$ cat src/rtl/smpl_sync_pkg.sv
package smpl_sync_pkg;

  // Number of selectable clock-to-sample ratios (1, 2, 4, 8)
  localparam int unsigned NUM_RATES = 4;
  localparam int unsigned RATE_W    = $clog2(NUM_RATES);
  localparam int unsigned MAX_DIV   = 1 << (NUM_RATES - 1);
  localparam int unsigned PHASE_W   = $clog2(MAX_DIV);

  typedef enum logic [1:0] {
    ST_CLEAR = 2'd0,
    ST_WAIT  = 2'd1,
    ST_RUN   = 2'd2
  } syncState_e;

  // Strobes from the sequencer to the counting datapath
  typedef struct packed {
    logic phaseRestart;  // realign the sample phase at the next edge
    logic clrRestart;    // restart the clear-length counter
    logic runActive;     // sequencer is in the running state
    logic clrActive;     // sequencer is clearing accumulators
  } ctrlStrobe_t;

endpackage

$ cat src/rtl/smpl_fen_delay.sv
module smpl_fen_delay
  import smpl_sync_pkg::*;
#(
  parameter int unsigned TAPS [NUM_RATES] = '{16, 16, 20, 24},
  parameter int unsigned DEPTH = 24
) (
  input  logic              clk,
  input  logic              rstN,
  input  logic [RATE_W-1:0] sel,
  input  logic              din,
  output logic              dout
);

  logic [DEPTH-1:0]     shiftReg;
  logic [NUM_RATES-1:0] tapVal;

  always_ff @(posedge clk or negedge rstN) begin
    if (!rstN) shiftReg <= '0;
    else       shiftReg <= {shiftReg[DEPTH-2:0], din};
  end

  // One tap per rate; each tap sits at its own latency
  for (genvar g = 0; g < NUM_RATES; g++) begin : g_tap
    assign tapVal[g] = shiftReg[TAPS[g]-1];
  end

  assign dout = tapVal[sel];

endmodule

$ cat src/rtl/smpl_sync_ctrl_fsm.sv
module smpl_sync_ctrl_fsm
  import smpl_sync_pkg::*;
(
  input  logic        clk,
  input  logic        rstN,
  input  logic        filtEn,
  input  logic        freeRun,
  input  logic        clrReqN,
  input  logic        loadBusy,
  input  logic        clrLast,
  output ctrlStrobe_t strobe,
  output logic        busy
);

  syncState_e state, stateNxt;
  logic       goReq;

  assign goReq = filtEn || freeRun;

  always_comb begin
    stateNxt            = state;
    strobe.phaseRestart = 1'b0;
    strobe.clrRestart   = 1'b0;
    if (!clrReqN) begin
      stateNxt          = ST_CLEAR;
      strobe.clrRestart = 1'b1;
    end else begin
      unique case (state)
        ST_CLEAR: if (clrLast) stateNxt = ST_WAIT;
        ST_WAIT: begin
          if (goReq && !loadBusy) begin
            stateNxt            = ST_RUN;
            strobe.phaseRestart = 1'b1;
          end
        end
        ST_RUN: if (loadBusy || !goReq) stateNxt = ST_WAIT;
        default: stateNxt = ST_WAIT;
      endcase
    end
  end

  always_ff @(posedge clk or negedge rstN) begin
    if (!rstN) state <= ST_CLEAR;
    else       state <= stateNxt;
  end

  assign strobe.runActive = (state == ST_RUN);
  assign strobe.clrActive = (state == ST_CLEAR);
  assign busy             = (state == ST_CLEAR) || loadBusy;

  // entering the running state needs an enable and no load
  assert_start_gated_R2: assert property (@(posedge clk) disable iff (!rstN)
    (state == ST_RUN && $past(state) == ST_WAIT) |-> ($past(goReq) && !$past(loadBusy)));

  // a clear request is followed by busy
  assert_busy_after_clear_R4: assert property (@(posedge clk) disable iff (!rstN)
    !clrReqN |=> busy);

  // leaving the clear never jumps straight into running
  assert_clear_to_wait_R5: assert property (@(posedge clk) disable iff (!rstN)
    ($past(state) == ST_CLEAR && state != ST_CLEAR) |-> state == ST_WAIT);

endmodule

$ cat src/rtl/smpl_sync_dp.sv
module smpl_sync_dp
  import smpl_sync_pkg::*;
#(
  parameter int unsigned FEN_LAT [NUM_RATES] = '{16, 16, 20, 24}
) (
  input  logic               clk,
  input  logic               rstN,
  input  logic [RATE_W-1:0]  rateSel,
  input  ctrlStrobe_t        strobe,
  input  logic               filtEn,
  input  logic               hiZReq,
  output logic               clrLast,
  output logic               sampleEn,
  output logic [PHASE_W-1:0] slotIdx,
  output logic               accClr,
  output logic               busHiZ,
  output logic               filtEnDly
);

  localparam int unsigned LAT01   = (FEN_LAT[0] > FEN_LAT[1]) ? FEN_LAT[0] : FEN_LAT[1];
  localparam int unsigned LAT23   = (FEN_LAT[2] > FEN_LAT[3]) ? FEN_LAT[2] : FEN_LAT[3];
  localparam int unsigned LAT_MAX = (LAT01 > LAT23) ? LAT01 : LAT23;

  logic [PHASE_W-1:0] divM1;
  logic [PHASE_W-1:0] phase;
  logic [PHASE_W-1:0] clrCnt;

  always_comb divM1 = PHASE_W'((1 << rateSel) - 1);

  // Sample phase within the period
  always_ff @(posedge clk or negedge rstN) begin
    if (!rstN)                    phase <= '0;
    else if (strobe.phaseRestart) phase <= '0;
    else if (strobe.runActive)    phase <= (phase >= divM1) ? '0 : phase + 1'b1;
  end

  // Clear length counter: one full sample period
  always_ff @(posedge clk or negedge rstN) begin
    if (!rstN)                  clrCnt <= '0;
    else if (strobe.clrRestart) clrCnt <= '0;
    else if (strobe.clrActive)  clrCnt <= clrCnt + 1'b1;
  end

  assign clrLast  = strobe.clrActive && (clrCnt >= divM1);
  assign sampleEn = strobe.runActive && (phase == '0);
  assign slotIdx  = strobe.runActive ? phase : '0;
  assign accClr   = strobe.clrActive;

  // Registered output enable, high-impedance after reset
  logic oeArmed;
  always_ff @(posedge clk or negedge rstN) begin
    if (!rstN) begin
      busHiZ  <= 1'b1;
      oeArmed <= 1'b0;
    end else begin
      busHiZ  <= hiZReq;
      oeArmed <= 1'b1;
    end
  end

  smpl_fen_delay #(.TAPS(FEN_LAT), .DEPTH(LAT_MAX)) fenDly_i (
    .clk (clk),
    .rstN(rstN),
    .sel (rateSel),
    .din (filtEn),
    .dout(filtEnDly)
  );

  // Gap checker for R1: strobe spacing equals the ratio
  logic [PHASE_W:0]  gapCnt;
  logic              gapValid;
  logic [RATE_W-1:0] selSeen;
  always_ff @(posedge clk or negedge rstN) begin
    if (!rstN) begin
      gapCnt   <= '0;
      gapValid <= 1'b0;
      selSeen  <= '0;
    end else begin
      selSeen <= rateSel;
      if (!strobe.runActive || rateSel != selSeen) gapValid <= 1'b0;
      else if (sampleEn)                           gapValid <= 1'b1;
      if (sampleEn) gapCnt <= '0;
      else          gapCnt <= gapCnt + 1'b1;
    end
  end

  assert_sample_gap_R1: assert property (@(posedge clk) disable iff (!rstN)
    (sampleEn && gapValid && rateSel == selSeen) |-> gapCnt == {1'b0, divM1});

  assert_clear_len_R4: assert property (@(posedge clk) disable iff (!rstN)
    strobe.clrActive |-> clrCnt <= divM1);

  assert_oe_registered_R7: assert property (@(posedge clk) disable iff (!rstN)
    oeArmed |-> busHiZ == $past(hiZReq));

endmodule

$ cat src/rtl/sample_sync_ctrl.sv
module sample_sync_ctrl
  import smpl_sync_pkg::*;
#(
  parameter int unsigned FEN_LAT [NUM_RATES] = '{16, 16, 20, 24}
) (
  input  logic               clk,
  input  logic               rstN,
  input  logic [RATE_W-1:0]  rateSel,
  input  logic               filtEn,
  input  logic               freeRun,
  input  logic               clrReqN,
  input  logic               loadBusy,
  input  logic               hiZReq,
  output logic               sampleEn,
  output logic [PHASE_W-1:0] slotIdx,
  output logic               accClr,
  output logic               busy,
  output logic               busHiZ,
  output logic               filtEnDly
);

  ctrlStrobe_t strobe;
  logic        clrLast;

  smpl_sync_ctrl_fsm ctrl_i (
    .clk     (clk),
    .rstN    (rstN),
    .filtEn  (filtEn),
    .freeRun (freeRun),
    .clrReqN (clrReqN),
    .loadBusy(loadBusy),
    .clrLast (clrLast),
    .strobe  (strobe),
    .busy    (busy)
  );

  smpl_sync_dp #(.FEN_LAT(FEN_LAT)) dp_i (
    .clk      (clk),
    .rstN     (rstN),
    .rateSel  (rateSel),
    .strobe   (strobe),
    .filtEn   (filtEn),
    .hiZReq   (hiZReq),
    .clrLast  (clrLast),
    .sampleEn (sampleEn),
    .slotIdx  (slotIdx),
    .accClr   (accClr),
    .busHiZ   (busHiZ),
    .filtEnDly(filtEnDly)
  );

  // no sample strobe while accumulators are being cleared
  assert_no_sample_in_clear_R4: assert property (@(posedge clk) disable iff (!rstN)
    sampleEn |-> !accClr);

endmodule

$ cat config.mk
export PLATFORM = sky130hd
export DESIGN_NAME = sample_sync_ctrl
export DESIGN_NICKNAME = d
export VERILOG_FILES = /design/src/rtl/smpl_sync_pkg.sv /design/src/rtl/smpl_fen_delay.sv /design/src/rtl/smpl_sync_ctrl_fsm.sv /design/src/rtl/smpl_sync_dp.sv /design/src/rtl/sample_sync_ctrl.sv
export SDC_FILE = /design/constraint.sdc
export NUM_CORES = 1
export LEC_CHECK = 0
export BUFFER_PORTS_ARGS = -buffer_cell sky130_fd_sc_hd__buf_2
export CAP_MARGIN = 40
export CORE_MARGIN = 2
export CORE_UTILIZATION = 58
export DETAILED_ROUTE_END_ITERATION = 12
export HOLD_SLACK_MARGIN = 0.12
export PLACE_DENSITY = 0.81
export SYNTH_ARGS = -nofsm -noshare
export SYNTH_HDL_FRONTEND = slang
export SYNTH_SLANG_ARGS = --single-unit
$ cat constraint.sdc
create_clock -name clk -period 3.8 [get_ports clk]
set_input_delay 0.76 -clock clk [delete_from_list [all_inputs] [get_ports clk]]
set_output_delay 0.76 -clock clk [all_outputs]
set_load 0.03 [all_outputs]
# Yosys cells after proc, flatten, opt, wreduce, memory -nomap -nowiden
# Cells that the tools add are included.
[op_classes] addsub=3 n_mul=0 n_div=0 order_cmp=3 n_eq_ne=6 shifts=1 muxes=16 bitwise=0 reduce_logical=12
[ops] op="two-way mux 3 bit" count=6
[ops] op="two-way mux 2 bit" count=4
[ops] op="adder 3 x 1 -> 3 bit (second input constant)" count=2
[ops] op=">= comparator 3 bit" count=2
[ops] op="!= test 3 x 2 -> 1 bit (second input constant)" count=2
[ops] op="one-hot mux 2 bit (3 select lines)" count=1
[ops] op="two-way mux 1 bit" count=4
[ops] op="logical AND 1 bit" count=3
[ops] op="zero test 3 bit" count=1
[ops] op="logical OR 1 bit" count=3
[ops] op="less-than comparator 2 x 3 -> 1 bit (second input constant)" count=1
[ops] op="!= test 3 bit (second input constant)" count=1
[ops] op="AND reduction 3 bit" count=1
[ops] op="left shift 1 x 2 -> 3 bit (first input constant)" count=1
[ops] op="subtractor 3 x 2 -> 3 bit (second input constant)" count=1
[ops] op="binary-select mux 1 bit (select 2 bit)" count=1
[ops] op="== test 2 x 1 -> 1 bit (second input constant)" count=1
[ops] op="== test 2 bit (second input constant)" count=1
[ops] op="zero test 1 bit" count=2
[ops] op="zero test 2 bit" count=1
[ops] op="!= test 2 x 1 -> 1 bit (second input constant)" count=1
[ops] op="nonzero test 2 bit" count=1
[word_totals] reg_bits=33 latch_bits=0 ramBits=0 rom_bits=0 output_inout_bits=8 elab_cells=46 mem_count=0

# Longest topological paths before layout
# Gate-level depths: netlist of run 1.
[depth] ltp_word=7 ltp_mapped=6 mapped_depth_nobuf=6

# By module
# A second synthesis of run 1 with hierarchy kept.
[hier_totals] hier_cells=91 area_unflattened_um2=1272.5
[modules_own_cells] mod="smpl_fen_delay" n_inst=1 cells_per_inst=27 area_per_inst_um2=619.3 seq_area_each_um2=600.6
[modules_own_cells] mod="smpl_sync_dp" n_inst=1 cells_per_inst=52 area_per_inst_um2=531.8 seq_area_each_um2=176.4
[modules_own_cells] mod="smpl_sync_ctrl_fsm" n_inst=1 cells_per_inst=12 area_per_inst_um2=121.4 seq_area_each_um2=50.0

# Worst setup path before layout of run 1
# OpenSTA, ideal clock, no wires.
[synth_path] kind="input port to flip-flop" startpoint="input rateSel[1]" endpoint="register ctrl_i.state[0]" t_arrival_ns=2.282 required_time_ns=3.680 path_slack_ns=1.399 cell_stages=6 cell_sequence="or2_2 > ha_1 > nand2b_1 > maj3_2 > a2111o_1 > and3_1"
[synth_between] elab_chain_len=6
[synth_rtl] element="start: declaration" line_no="sample_sync_ctrl.sv:8" text="input logic [RATE_W-1:0] rateSel,"
[synth_rtl] element="left shift 1 x 2 -> 3 bit" line_no="smpl_sync_dp.sv:28" text="always_comb divM1 = PHASE_W'((1 << rateSel) - 1);"
[synth_rtl] element="subtractor 3 x 2 -> 3 bit" line_no="smpl_sync_dp.sv:28"
[synth_rtl] element=">= comparator 3 bit" line_no="smpl_sync_dp.sv:44" text="assign clrLast = strobe.clrActive && (clrCnt >= divM1);"
[synth_rtl] element="logical AND 1 bit" line_no="smpl_sync_dp.sv:44"
[synth_rtl] element="!= test 3 x 2 -> 1 bit (no source line)"
[synth_rtl] element="AND reduction 3 bit (no source line)"
[synth_rtl] element="end signal: assignment" line_no="smpl_sync_ctrl_fsm.sv:44" text="else state <= stateNxt;"
[synth_rtl] element="end: declaration" line_no="smpl_sync_ctrl_fsm.sv:15" text="syncState_e state, stateNxt;"
# Every way passes these cells.
# A chain may end at the register's enable or synchronous reset.

# Worst setup path in the final report of run 1
[layout_path] startpoint="register ctrl_i.state[1]" endpoint="output slotIdx[2]"
[layout_between] elab_chain_len=2
[layout_rtl] element="== test 2 bit" line_no="smpl_sync_ctrl_fsm.sv:47" text="assign strobe.runActive = (state == ST_RUN);"
[layout_rtl] element="two-way mux 3 bit" line_no="smpl_sync_dp.sv:46" text="assign slotIdx = strobe.runActive ? phase : '0;"
[layout_rtl] element="end: declaration" line_no="sample_sync_ctrl.sv:15" text="output logic [PHASE_W-1:0] slotIdx,"
# Every way passes these cells.

==> flow_summary.ini, run 1 <==
[cts]
cts_buffer_depth = 2
ctsResizeCount = 0
clk_pin_slew_ns = 0.10
cts_tree = done
hold_buffers = 0
insertion_delay_ns = 0.32
cts_inserted_buffers = 5
cts_root_buffer = clkbuf_4
cts_setup_buffers = 0
numClockSinks = 33
cts-htree-levels = 2

[logic_synthesis]
syn_nets = 104
yosys_register_bits = 33
yosysWarnings = 0
synth_ff_type = dfrtp_1
synth_edf_count = 0
yosys.area.top_type_share_pct = 66.5
synth_top_cell_by_area = dfrtp_1
netlist_area_mm2 = 0.00120
synth_area_leaders = dfrtp_1, ha_1, nor2_1
postSynthCellCount = 88
synth.most_common_cell = dfrtp_1
ys_seq_area_share_pct = 68.7
synth_common_cells = dfrtp_1, nor2_1, ha_1, nand2_1
synthArstFlopShare_pct = 100
ys_types = 26
synth.avg_cell_area_um2 = 13.7

[detailed_routing]
via_per_inst = 5.11
routed_wl_mm = 1.91
num_vias = 710
ant_nets = 0
wire_per_inst_um = 13.7
drtIter0Drc = 20
drc_errors = 0
first_pass_iters = 3

[cells_and_area]
n_fill_cell = 153
layout.cells.non_filler = 139
diodes = 0
syn2layout_area_growth_pct = 15.3
fin_nets = 127
layout-drive-gt1-share_pct = 28.6

[setup_path]
start_kind = register
max_stage_delay_ns = 0.44
crit_start = ctrl_i.state[1]
end_kind = output pin
critPathKind = register to output pin
cp_data_required_time_ns = 3.04
worstPathCellList = nor2b_1 > and2_1 > buf_2
worstPathArrival_ns = 1.54
reg2reg_from = dp_i.phase[0]
cpMaxStageDelayCell = dfrtp_1
cp_max_fo = 7

[place]
io_buffers = 16
placed_cells = 131
post-dp-hpwl_mm = 1.33
gp_congestion = 0.822
post-place-ws_ns = 1.17

[grt]
gr-total-overflow = 0
grt_first_pass_wirelength_mm = 3.23
antenna_found_initial = 0
grt_util_all_layers_pct = 18.6
grt_pass1_vias = 708
grt_max_degree = 34

[floorplan]
fp.dieH_um = 49.6
core.rowCount = 16
fp.dieArea_mm2 = 0.00246
initial_core_util_pct = 61.4
coreArea_mm2 = 0.00196
die_w_um = 49.6
ios = 17

[power_and_ir_drop]
power.leakage_nw = 0.680
p_total_uw = 813
power.density_mw_per_mm2 = 586
ir_worst_vdd_v = 0.000360

[sta]
fin_setup_tns_ns = 0
rsz0062_at_grt = no
fmax_mhz = 434
hold_viol_final = 0
fin_skew_ns = 0.0117
post-route-period-util_pct = 60.6
setup_violations = 0
tightest_slew_ns = 0.685
setup_ws_ns = 1.50
min_period_ns = 2.30
max-slew-margin-rel_pct = 54.3
drv_slew = 0

[min_path]
min-delay-start = dp_i.fenDly_i.shiftReg[0]
hp-class = register to register

[run]
maxCapViolCount = 0

[status]
outcome = completed
## cell type report
class | instances | area [um2] | share of cell area (%)
sequential | 33 | 827 | 59.6
clock inverter | 1 | 5.00 | 0.361
multi-input combinational | 51 | 362 | 26.1
clock buffer | 7 | 65.1 | 4.69
timing repair buffer | 16 | 80.1 | 5.77
inverter | 4 | 15.0 | 1.08
tap | 27 | 33.8 | 2.43
## worst max-delay path, delay by kind of cell (launching register included)
kind,cells,cell delay (ns)
flops,1,0.44
simple gates,2,0.60
buf+inv,1,0.19
## placed cells by master, fill, tap and decap left out, drive strengths merged
master   netlist  final
a21boi         1      1
o21ai          2      2
ha             7      7
xnor2          2      2
a2111o         1      1
nand2          5      5
buf            0     16
dfstp          1      1
o21ba          1      1
a31o           1      1
nor3b          1      1
clkbuf         0      7
clkinv         0      1
nand2b         3      3
nor3           2      2
dfrtp         32     32
o221a          1      1
a21oi          2      2
and2           3      3
nor2           8      8
maj3           2      2
o2bb2ai        1      1
inv            4      4
or2            2      2
nor2b          2      2
and3           3      3
mux2i          1      1
## registers in the layout, summed over array words and instances (netlist names)
| name | count |
|---|---|
| dp_i.fenDly_i.shiftReg | 24 |
| dp_i.clrCnt | 3 |
| ctrl_i.state | 2 |
| dp_i.phase | 3 |
| dp_i.busHiZ | 1 |
## worst paths after layout
path,end,slack (ns),depth (start not counted)
hold / removal,dp_i.fenDly_i.shiftReg[1],0.35,0
min in group asynchronous,dp_i.phase[2],0.47,1
setup reg to reg,dp_i.phase[2],1.93,6
setup / recovery,slotIdx[2],1.50,3
hold reg to reg,dp_i.fenDly_i.shiftReg[1],0.35,0
max in group asynchronous,dp_i.fenDly_i.shiftReg[4],2.88,1
## report_power, final
part | total, mW | internal, mW | switching, mW | leakage [nW]
clock network | 0.214 | 0.107 | 0.106 | 0.0413
registers | 0.418 | 0.388 | 0.0294 | 0.397
logic | 0.182 | 0.0798 | 0.102 | 0.241
total | 0.813 | 0.575 | 0.238 | 0.680
## metrics by stage
step / util [%] / cell area [um2] / hold slack [ns]
2_1_floorplan: - / 1200 / 0.331
5_1_grt: 70.7 / 1390 / 0.359
3_5_place_dp: 67.2 / 1320 / 0.335
4_1_cts: 70.7 / 1390 / 0.356
6_report: 70.7 / 1390 / 0.349
3_3_place_gp: 67.2 / 1320 / 0.333
## logic make-up (layout without fill, tap and decap cells)
family	count (synthesis)	in the layout	synth area share, %
mux	1	1	0.832
flops	33	33	68.7
buf+inv	4	28	1.25
fa+ha+maj	9	9	9.04
xor+xnor	2	2	1.46
compound gates	10	10	6.45
simple gates	29	29	12.3
## routing by layer
metal	vias to the layer above	global-route usage [%]	routed length (um)
met4	0	10.2	22
met5	-	0	0
met1	344	26.2	942
met3	4	8.18	58
met2	17	24.0	882
li1	345	-	-
Note: power is estimated with default switching activity, not from simulation.
==> run 2, diff against run 1 <==
Settings changed: CORE_UTILIZATION 58 to 54, PLACE_DENSITY 0.81 to 0.76.
Clock period 3.8 ns to 2.35 ns, I/O delays scaled along.
==> flow_summary.ini, run 2 (synthesis gave the netlist of run 1 again) <==
[floorplan]
fp.dieH_um = 51.2
core.rowCount = 17
initial_core_util_pct = 56.0
ios = 17
die_w_um = 51.2
fp.dieArea_mm2 = 0.00262
coreArea_mm2 = 0.00215

[cells_and_area]
fin_nets = 128
largest_reg_flops = 24
syn2layout_area_growth_pct = 15.1
reg_top3 = dp_i.fenDly_i.shiftReg x24, dp_i.clrCnt x3, dp_i.phase x3
final_cell_mix = dfrtp_1, buf_2, nor2_1
fin_area_mm2 = 0.00139
regMostFlops = dp_i.fenDly_i.shiftReg
final_common_cell = dfrtp_1
layout-drive-gt1-share_pct = 27.4
diodes = 0

[run]
maxCapViolCount = 0

[min_path]
hp-class = input pin to asynchronous set/reset pin

[sta]
min_period_ns = 1.98
tightest_slew_ns = 0.684
rsz0062_at_grt = no
setup_violations = 0
max-slew-margin-rel_pct = 54.4
fmax_mhz = 505
post-route-period-util_pct = 84.3
hold_viol_final = 0
fin_setup_tns_ns = 0
fin_skew_ns = 0.00596
drv_slew = 0

[place]
gp_congestion = 0.797
io_buffers = 16
post-dp-hpwl_mm = 1.20
placed_cell_area_mm2 = 0.00133

[status]
outcome = completed

[power_and_ir_drop]
clock_power_share_pct = 24.9
power.leakage_nw = 0.676
power.density_mw_per_mm2 = 920
ir_worst_vdd_v = 0.000678
intPower_uw = 902
p_switching_uw = 372
power_frac_comb_pct = 22.3
seqPwrFrac_pct = 52.8
p_sw_share_pct = 29.2

[cts]
cts_tree = done
insertion_delay_ns = 0.32
cts_root_buffer = clkbuf_4
cts_setup_buffers = 0
cts_inserted_buffers = 5
hold_buffers = 0
clk_pin_slew_ns = 0.09
cts_buffer_depth = 2
ctsResizeCount = 0
numClockSinks = 33
cts-htree-levels = 2

[setup_path]
crit_start = ctrl_i.state[1]
r2r_cells = 6
worst_r2r_endpoint = dp_i.phase[2]
start_kind = register
r2r_setup_slack_ns = 0.46
cp_data_required_time_ns = 1.88
end_kind = output pin
cp_max_fo = 7
endpoint = slotIdx[2]
critPathKind = register to output pin
worstPathArrival_ns = 1.51
reg2reg_from = dp_i.phase[0]

[detailed_routing]
first_pass_iters = 4
wire_per_inst_um = 12.5
drtIter0Drc = 9
ant_nets = 0
via_per_inst = 4.94
num_vias = 696
routed_wl_mm = 1.76
drc_errors = 0

[grt]
grt_util_all_layers_pct = 16.8
gr-total-overflow = 0
use_met1_pct = 24.2
antenna_found_initial = 0
top_usage_layer = met1
grt_first_pass_wirelength_mm = 3.02
use_met3_pct = 6.14
use_met2_pct = 21.9
grt_pass1_vias = 657
grt_max_degree = 34
==> run 2: worst min-delay path by stage <==
stage                                         start                         end  slack (ns)  cells past startpoint
final                                          rstN  dp_i.fenDly_i.shiftReg[10]        0.18                      1
after global routing                           rstN  dp_i.fenDly_i.shiftReg[17]        0.22                      1
after global placement    dp_i.fenDly_i.shiftReg[3]   dp_i.fenDly_i.shiftReg[4]        0.34                      0
after floorplan                                rstN             ctrl_i.state[0]        0.17                      0
after CTS                                      rstN  dp_i.fenDly_i.shiftReg[10]        0.19                      1
after detailed placement  dp_i.fenDly_i.shiftReg[1]   dp_i.fenDly_i.shiftReg[2]        0.34                      0
==> run 2: cell type report <==
class                           count  area [um2]
Clock buffer                        8        58.8
Sequential cell                    33         827
Inverter                            4        15.0
Timing Repair Buffer               17        87.6
Multi-Input combinational cell     51         362
Fill cell                         176         763
Tap cell                           28        35.0
==> run 2: power by group through the flow <==
stage	Sequential, mW	Clock (mW)	Combinational [mW]
floorplan	0.672	0	0.215
global placement	0.680	0	0.276
detailed placement	0.683	0	0.286
CTS	0.673	0.332	0.288
global route	0.680	0.359	0.323
finish	0.673	0.317	0.284
==> run 2: worst max-delay path, cell delays in order, from the launching register on <==
cell and delay [ns]:
dfrtp_1 0.42, nor2b_1 0.39, and2_1 0.19, buf_2 0.19
==> run 2: layer usage <==
layer | up-vias | part of all wire [%]
met2 | 18 | 43
met3 | 2 | 6.4
li1 | 341 | -
met1 | 335 | 50
met5 | - | 0
met4 | 0 | 0.91
==> run 2: per-stage QoR <==
stage	setup slack, ns	cells	util [%]	hold slack (ns)	total power, mW
6_report	0.369	141	64.5	0.178	1.27
3_3_place_gp	0.105	133	61.7	0.336	0.956
4_1_cts	0.352	141	64.5	0.194	1.29
2_1_floorplan	0.239	88	-	0.174	0.886
3_5_place_dp	0.0808	133	61.7	0.336	0.969
5_1_grt	0.227	141	64.5	0.222	1.36
==> run 3, diff against run 2 <==
Clock period 2.35 ns to 2 ns, I/O delays scaled along.
==> flow_summary.ini, run 3 (synthesis gave the netlist of run 1 again) <==
[status]
outcome = completed

[cells_and_area]
largest_reg_flops = 24
regMostFlops = dp_i.fenDly_i.shiftReg
fin_area_mm2 = 0.00146
reg_top3 = dp_i.fenDly_i.shiftReg x24, dp_i.clrCnt x3, dp_i.phase x3
syn2layout_area_growth_pct = 21.3
layout-drive-gt1-share_pct = 31.9
final_cell_mix = dfrtp_1, buf_2, nor2_1
fin_nets = 131
n_fill_cell = 148
diodes = 0
final_common_cell = dfrtp_1
layout.cells.non_filler = 144

[sta]
max-slew-margin-rel_pct = 52.8
min_period_ns = 1.88
tightest_slew_ns = 0.707
fmax_mhz = 532
hold_viol_final = 0
rsz0062_at_grt = no
fin_skew_ns = 0.00673
setup_violations = 0
post-route-period-util_pct = 94.0
drv_slew = 0

[grt]
grt_pass1_vias = 719
grt_util_all_layers_pct = 18.6
grt_first_pass_wirelength_mm = 3.28
antenna_found_initial = 0
grt_max_degree = 34
gr-total-overflow = 0

[place]
io_buffers = 16
post-dp-hpwl_mm = 1.31
gp_congestion = 0.733
placed_cell_area_mm2 = 0.00136
placed_cells = 135

[setup_path]
r2r_cells = 6
cp_data_required_time_ns = 2.26
cp_max_fo = 4
cp_num_cells = 6
end_kind = register
critPathKind = register to register
max_stage_delay_ns = 0.41
cpLargestDelayFamily = adder cells
worstPathCellList = inv_1 > ha_1 > nand2b_1 > maj3_1 > a21oi_1 > o221a_2
critical_path_buf_inv_count = 1
cpMaxStageDelayCell = dfrtp_1
worstPathArrival_ns = 2.14
start_kind = register

[floorplan]
initial_core_util_pct = 56.0
ios = 17
fp.dieArea_mm2 = 0.00262
core.rowCount = 17
fp.dieH_um = 51.2
die_w_um = 51.2
coreArea_mm2 = 0.00215

[power_and_ir_drop]
p_sw_share_pct = 27.6
intPower_mw = 1.21
seqPwrFrac_pct = 47.3
clock_power_share_pct = 30.3
p_total_mw = 1.67
power.density_mw_per_mm2 = 1140
p_switching_uw = 461
power.leakage_nw = 0.708
ir_worst_vdd_v = 0.000832
power_frac_comb_pct = 22.4

[detailed_routing]
num_vias = 710
ant_nets = 0
drtIter0Drc = 6
drc_errors = 0
routed_wl_mm = 1.90
via_per_inst = 4.93
first_pass_iters = 4
wire_per_inst_um = 13.2

[cts]
cts_buffer_depth = 2
cts_tree = done
insertion_delay_ns = 0.32
cts_inserted_buffers = 5
numClockSinks = 33
cts-htree-levels = 2
clk_pin_slew_ns = 0.10
cts_root_buffer = clkbuf_4

[min_path]
holdPathStages = 1
hp-class = input pin to register

[run]
maxCapViolCount = 0
[run 3: cell types whose count changed in the layout (fill, tap and decap cells not counted), sizes merged]
cell | before | now
clkbuf | 8 | 6
buf | 17 | 19
dlygate4sd3 | 0 | 1
clkinvlp | 0 | 1
bufinv | 0 | 1
[run 3: worst paths after layout]
kind,from,end,slack [ns]
min in group asynchronous,rstN,dp_i.fenDly_i.shiftReg[13],0.66
setup reg to reg,dp_i.phase[0],dp_i.phase[2],0.12
hold reg to reg,dp_i.fenDly_i.shiftReg[21],dp_i.fenDly_i.shiftReg[22],0.36
hold / removal,hiZReq,dp_i.busHiZ,0.17
max in group asynchronous,rstN,dp_i.fenDly_i.shiftReg[23],0.89
setup / recovery,dp_i.phase[0],dp_i.phase[2],0.12
[run 3: repair_timing]
| action | CTS | global route |
|---|---|---|
| buffers inserted | 0 | 0 |
| resized for setup | 0 | 0 |
| endpoints found under the hold margin | 22 | 0 |
| hold buffers | 1 | 0 |
[run 3: final cells by class]
class	instances	area [um2]	area share [%]
Sequential cell	33	827	56.6
Multi-Input combinational cell	51	382	26.1
Timing Repair Buffer	20	113	7.71
Clock buffer	6	51.3	3.51
Clock inverter	2	37.5	2.57
Tap cell	28	35.0	2.40
Inverter	4	15.0	1.03
[run 3: metal layers]
layer | up-vias | share of wire [%] | track usage (%)
met5 | - | 0 | 0
met4 | 0 | 1.4 | 10.5
met3 | 2 | 4.1 | 8.77
met2 | 15 | 45 | 25.8
met1 | 343 | 49 | 23.9
li1 | 350 | - | -
[run 3: power groups by stage]
stage	Combinational (mW)	Clock (mW)	Sequential, mW
detailed placement	0.377	0	0.803
global route	0.431	0.562	0.801
global placement	0.357	0	0.799
floorplan	0.281	0	0.789
finish	0.374	0.506	0.791
CTS	0.379	0.526	0.791
[run 3: metrics by stage]
step                      TNS [ns]  util, %  hold slack, ns  setup WS [ns]
after floorplan                  0        -           0.104        0.00254
after global placement      -0.442     63.4           0.335         -0.140
after detailed placement    -0.681     63.4           0.337         -0.211
after CTS                        0     68.0           0.141          0.116
after global routing             0     68.0           0.132         0.0136
final                            0     68.0           0.166          0.121
